<file path="config.mk">
export PLATFORM = sky130hd
export DESIGN_NAME = host_mbox_irq
export DESIGN_NICKNAME = d
export VERILOG_FILES = /design/src/rtl/host_mbox_irq.sv
export SDC_FILE = /design/constraint.sdc
export NUM_CORES = 1
export LEC_CHECK = 0
export BUFFER_PORTS_ARGS = -buffer_cell sky130_fd_sc_hd__clkbuf_2
export CORE_MARGIN = 2
export CORE_UTILIZATION = 45
export CTS_CLUSTER_DIAMETER = 80
export CTS_CLUSTER_SIZE = 24
export DETAILED_ROUTE_END_ITERATION = 6
export PLACE_DENSITY = 0.71
export SETUP_SLACK_MARGIN = 0.3
export SKIP_CTS_REPAIR_TIMING = 1
export SLEW_MARGIN = 20
export SYNTH_ARGS = -nofsm -noshare
export SYNTH_HDL_FRONTEND = slang
export SYNTH_SLANG_ARGS = --single-unit
</file>
<file path="constraint.sdc">
create_clock -name clk -period 5.1 [get_ports clk]
set_clock_uncertainty 0.2 [all_clocks]
set_input_delay 1.02 -clock clk [delete_from_list [all_inputs] [get_ports clk]]
set_output_delay 1.02 -clock clk [all_outputs]
set_load 0.005 [all_outputs]
</file>
<file path="src/rtl/host_mbox_irq.sv">
module host_mbox_irq #(
  parameter int DW = 8,
  parameter int AW = 4,
  parameter logic [AW-1:0] MBOX_OFS = 4'h4,
  parameter logic [AW-1:0] SRC_OFS  = 4'h8,
  parameter logic [AW-1:0] MASK_OFS = 4'hC
) (
  input  logic          clk,
  input  logic          rst_n,
  input  logic [AW-1:0] ec_addr,
  input  logic [DW-1:0] ec_wdata,
  input  logic          ec_wr,
  input  logic          ec_rd,
  output logic [DW-1:0] ec_rdata,
  input  logic [AW-1:0] hp_addr,
  input  logic [DW-1:0] hp_wdata,
  input  logic          hp_wr,
  input  logic          hp_rd,
  output logic [DW-1:0] hp_rdata,
  output logic          host_irq
);
  localparam logic [DW-1:0] CLR_VAL = '1;

  logic [DW-1:0] mbox_q, mask_q, mask_d;
  logic [DW-1:1] swi_q, swi_d;
  logic          flag_q, flag_d, irq_q;

  wire ec_mb_wr  = ec_wr && (ec_addr == MBOX_OFS);
  wire ec_src_wr = ec_wr && (ec_addr == SRC_OFS);
  wire ec_msk_wr = ec_wr && (ec_addr == MASK_OFS);
  wire hp_mb_rd  = hp_rd && (hp_addr == MBOX_OFS);
  wire hp_src_wr = hp_wr && (hp_addr == SRC_OFS);

  assign flag_d = ec_mb_wr | (flag_q & ~hp_mb_rd);
  assign mask_d = ec_msk_wr ? ec_wdata : mask_q;

  always_comb begin
    if (ec_src_wr)      swi_d = ec_wdata[DW-1:1];
    else if (hp_src_wr) swi_d = swi_q & ~hp_wdata[DW-1:1];
    else                swi_d = swi_q;
  end

  always_ff @(posedge clk) begin
    if (!rst_n) begin
      mbox_q <= '0;
      mask_q <= '0;
      swi_q  <= '0;
      flag_q <= 1'b0;
      irq_q  <= 1'b0;
    end else begin
      if (ec_mb_wr) mbox_q <= (ec_wdata == CLR_VAL) ? '0 : ec_wdata;
      mask_q <= mask_d;
      swi_q  <= swi_d;
      flag_q <= flag_d;
      irq_q  <= |({swi_d, flag_d} & mask_d);
    end
  end

  assign host_irq = irq_q;

  always_comb begin
    ec_rdata = '0;
    if (ec_rd) begin
      case (ec_addr)
        MBOX_OFS: ec_rdata = mbox_q;
        SRC_OFS:  ec_rdata = {swi_q, 1'b0};
        MASK_OFS: ec_rdata = mask_q;
        default:  ec_rdata = '0;
      endcase
    end
  end

  always_comb begin
    hp_rdata = '0;
    if (hp_rd) begin
      case (hp_addr)
        MBOX_OFS: hp_rdata = mbox_q;
        SRC_OFS:  hp_rdata = {swi_q, flag_q};
        MASK_OFS: hp_rdata = mask_q;
        default:  hp_rdata = '0;
      endcase
    end
  end

  p_flag_set_r1: assert property (@(posedge clk) disable iff (!rst_n)
    ec_mb_wr |=> flag_q);

  p_clear_code_r2: assert property (@(posedge clk) disable iff (!rst_n)
    (ec_mb_wr && ec_wdata == CLR_VAL) |=> (mbox_q == '0));

  p_read_clears_r3: assert property (@(posedge clk) disable iff (!rst_n)
    (hp_mb_rd && !ec_mb_wr) |=> !flag_q);

  p_flag_guarded_r4: assert property (@(posedge clk) disable iff (!rst_n)
    (!ec_mb_wr && !hp_mb_rd) |=> $stable(flag_q));

  p_ec_wins_r6: assert property (@(posedge clk) disable iff (!rst_n)
    ec_src_wr |=> (swi_q == $past(ec_wdata[DW-1:1])));

  p_w1c_r6: assert property (@(posedge clk) disable iff (!rst_n)
    (hp_src_wr && !ec_src_wr) |=> ((swi_q & $past(hp_wdata[DW-1:1])) == '0));

  p_irq_level_r8: assert property (@(posedge clk) disable iff (!rst_n)
    host_irq == |({swi_q, flag_q} & mask_q));

  p_irq_hold_r8: assert property (@(posedge clk) disable iff (!rst_n)
    (host_irq && !hp_mb_rd && !ec_wr && !hp_src_wr) |=> host_irq);
endmodule

</file>
Yosys cells after proc, flatten, opt, wreduce, memory -nomap -nowiden
Index checks and enable logic that the tools add are counted.
Widths: inputs -> output; s select.
{"block": "totals", "regBits": 25, "latchBits": 0, "ramBits": 0, "rom_bits": 0, "word_cells": 32, "mem_count": 0}
{"block": "op_classes", "n_addsub": 0, "n_mul": 0, "div": 0, "magnitude_cmp": 0, "eq_ne": 7, "n_shift": 0, "muxes": 8, "bitwise": 6, "reduce_logical": 6}
{"op": "$pmux 8 s3", "count": 2}
{"op": "$mux 8", "count": 4}
{"op": "$eq 4x4->1 const B", "count": 4}
{"op": "$mux 7", "count": 2}
{"op": "$and 8x8->8", "count": 1}
{"op": "$eq 4x3->1 const B", "count": 2}
{"op": "$eq 8x8->1 const B", "count": 1}
{"op": "$reduce_or 8->1", "count": 1}
{"op": "$and 7x7->7", "count": 1}
{"op": "$not 7->7", "count": 1}
{"op": "$logic_and 1x1->1", "count": 5}
{"op": "$and 1x1->1", "count": 1}
{"op": "$not 1->1", "count": 1}
{"op": "$or 1x1->1", "count": 1}

Logic depth before layout (Yosys ltp)
{"block": "logic_depth", "ltp_word": 7, "ltp_mapped": 7, "depth_no_buf": 5}

Worst setup path after synthesis
No wires, ideal clock.
{"block": "synth_timing", "kind": "input port to output port", "from": "input port ec_addr[3]", "to": "output port ec_rdata[1]", "t_arrival_ns": 1.797, "required_time_ns": 3.880, "slack_ns": 2.083, "path_stages": 4, "path_buffers": 1, "cell_sequence": "buf_2 -> nor2b_1 -> a21oi_1 -> nor2_1"}
{"block": "synth_between", "elab_chain_cells": 3, "elab_cells_between_ends": 5, "cone_classes": "eq/ne: 3; mux: 2"}
{"element": "start: declaration", "line": "10", "text": "input logic [AW-1:0] ec_addr,"}
{"element": "$eq 4x4->1 / $eq 4x3->1 (equally long branches)", "line": "64", "text": "case (ec_addr)"}
{"element": "$pmux 8 s3 *", "line": "64"}
{"element": "$mux 8 *", "line": "63", "text": "if (ec_rd) begin"}
{"element": "end: declaration", "line": "14", "text": "output logic [DW-1:0] ec_rdata,"}
Every way passes the cells marked *; elsewhere a longest branch is shown, timed or not.

Worst setup path after layout
{"block": "layout_timing", "from": "input port ec_addr[3]", "to": "output port ec_rdata[7]"}
The elaborated chain is that of the path after synthesis.

==> flow_summary.yaml <==
floorplanning:
  dieArea_um2: 4130
  core_area_um2: 3420
  fp.dieH_um: 64.2
  start_util: 0.478
  ios: 47
  rows: 21
  die_x_um: 64.2
place:
  gp_congestion: 0.957
  dp_hpwl_mm: 3.54
  dp_cells: 292
  dp_slack_ns: 1.53
  numPortBuffers: 45
timing:
  min_period_over_period: 0.700
  fmax_ghz: 0.280
  fin_crit_ns: 3.57
  tightest_slew_ns: 0.799
  slew_violations: 0
  hold_viol: 0
  finalWorstSetupSlack_ns: 1.53
  setup-tns-final_ns: 0
  rsz0062_at_grt: "no"
  setup_viol: 0
  slew_headroom: 0.465
route:
  drtAntennaViolNets: 0
  drt_iter0_markers: 131
  wl_per_cell_um: 16.6
  routed_wl_mm: 4.92
  firstDrtPassIters: 4
  route.detailed.drc: 0
  vias: 1743
  via_per_inst: 5.89
synthesis:
  seq_area_frac_synth: 0.307
  synth_ff_type: "dfxtp_1"
  synth_top_family_by_area: "simple AND/OR/NAND/NOR gates"
  synth_top_area_frac: 0.307
  synth_cells: 214
  synth_adder_area_share: 0
  syn_area_um2: 1630
  synthSimpleGateAreaFrac: 0.270
  synthesis.nets: 244
  avgSynthCellArea_um2: 7.63
  yosysTopAreaCell: "dfxtp_1"
  synth_edf_count: 0
  synth_compound_area_frac: 0.260
  synthXorXnorAreaFrac: 0
  yosysWarningCount: 0
  synth_mux_area_frac: 0.110
  yosys_register_bits: 25
  ys_types: 37
  synth.area.top_cells: "dfxtp_1 31%, nor2_1 8.7%, a21oi_1 8.0%, a22oi_1 7.8%, nand2_1 6.4%"
  synth-async-reset-ratio: 0
outcome:
  status: "finished clean"
job:
  cap_violations: 0
hold_path:
  min_from: "mask_q[1]"
  holdCritPathClass: "flop to flop"
  worstHoldEndpoint: "mask_q[1]"
  hold-path-cell-count: 2
worst_setup_path:
  worstSetupEndpointType: "primary output"
  critPathMaxFanout: 12
  regToRegSetupSlack_ns: 3.62
  r2r_cells: 5
  crit_required_ns: 3.88
  cp-start-kind: "input pin"
  rr_startpoint: "swi_q[2]"
  reg2reg_to: "host_irq"
  critPathKind: "input pin to primary output"
  worstPathArrival_ns: 2.35
global_route:
  grtUsageTotal: 0.250
  grt_pass1_wl_mm: 8.00
  overflow: 0
  first_global_vias: 1614
  antenna_found_initial: 0
  grt_max_degree: 14
clock_tree:
  cts_buffer_depth: 2
  htreeDepth: 1
  cts-root-buf: "clkbuf_4"
  cts_tree: "yes"
  insertion_delay_ns: 0.33
  numCtsBuffers: 3
  clock-sinks: 25
  clkTransAtPathRegs_ns: 0.13
cells_and_area:
  syn_to_final_growth_pct: 14.6
  layout-drive-gt1-share: 0.252
  layout_common_cells: "45 x clkbuf_2, 38 x nor2_1, 28 x nand2_1, 26 x a21oi_1, 25 x dfxtp_1"
  final_nets: 281
  fin_cells: 296
  layout_commonest_cell: "clkbuf_2"
  fillers: 344
  diodes: 0
power:
  ir_drop_uv: 197
  power_density_nw_per_um2: 186
  p_leak_nw: 0.719
  power_mw: 0.348
per-stage QoR:
step / hold WS [ns] / util / area [um2]
3_5_place_dp: 0.278 / 0.540 / 1840
6_report: 0.297 / 0.548 / 1870
3_3_place_gp: 0.274 / 0.540 / 1840
5_1_grt: 0.313 / 0.548 / 1870
2_1_floorplan: 0.258 / - / 1630
4_1_cts: 0.296 / 0.548 / 1870
Yosys cell counts (2+ instances only):
cell,count
nor2_1,38
nand2_1,28
a21oi_1,26
dfxtp_1,25
a22oi_1,17
nor2b_1,11
mux2i_1,9
mux2_2,8
buf_2,6
clkbuf_1,4
inv_1,4
o41ai_1,4
nand3_1,3
nand4_1,3
a211oi_1,2
a21boi_0,2
buf_4,2
nor3_1,2
o22ai_1,2
report_power, final:
part,switching (mW),leakage (nW),internal (mW)
sequential,0.00217,0.202,0.198
combinational,0.0360,0.502,0.0201
clock,0.0612,0.0150,0.0307
logic make-up after synthesis:
family | Yosys count
AOI/OAI and AO/OA | 62
buffers and inverters | 17
DFF | 25
muxes | 17
and+or+nand+nor | 93
sequential cells by signal, indices dropped and copies added (netlist names):
signal,cells
mbox_q,8
swi_q,7
mask_q,8
flag_q,1
host_irq,1
cell type report:
cell class	instances	area (um2)	share of cell area
clock buffers	4	26.3	0.0140
inverters	4	15.0	0.00803
multi-input cells	172	1050	0.559
flip-flops and latches	25	500	0.268
well taps	46	57.6	0.0308
repair buffers	45	225	0.120
worst max-delay path: stages:
cell and delay (ns):
clkbuf_2 0.31, nor2b_1 0.63, a21oi_1 0.15, nor2_1 0.12, clkbuf_2 0.12
how the worst max path moves through the flow:
stage	startpoint	end	depth (start not counted)
2_1_floorplan	ec_addr[3]	ec_rdata[1]	4
3_3_place_gp	ec_addr[3]	ec_rdata[5]	5
3_5_place_dp	ec_addr[3]	ec_rdata[2]	5
4_1_cts	ec_addr[3]	ec_rdata[2]	5
5_1_grt	ec_addr[3]	ec_rdata[4]	5
6_report	ec_addr[3]	ec_rdata[7]	5
per-layer routing:
metal / up-vias / wire length (um) / track usage
met4: 0 / 39 / 0.0665
met3: 6 / 431 / 0.0387
met2: 74 / 2450 / 0.428
met1: 818 / 2000 / 0.325
met5: - / 0 / 0
li1: 845 / - / -
Note: power is estimated with default switching activity, not from simulation.
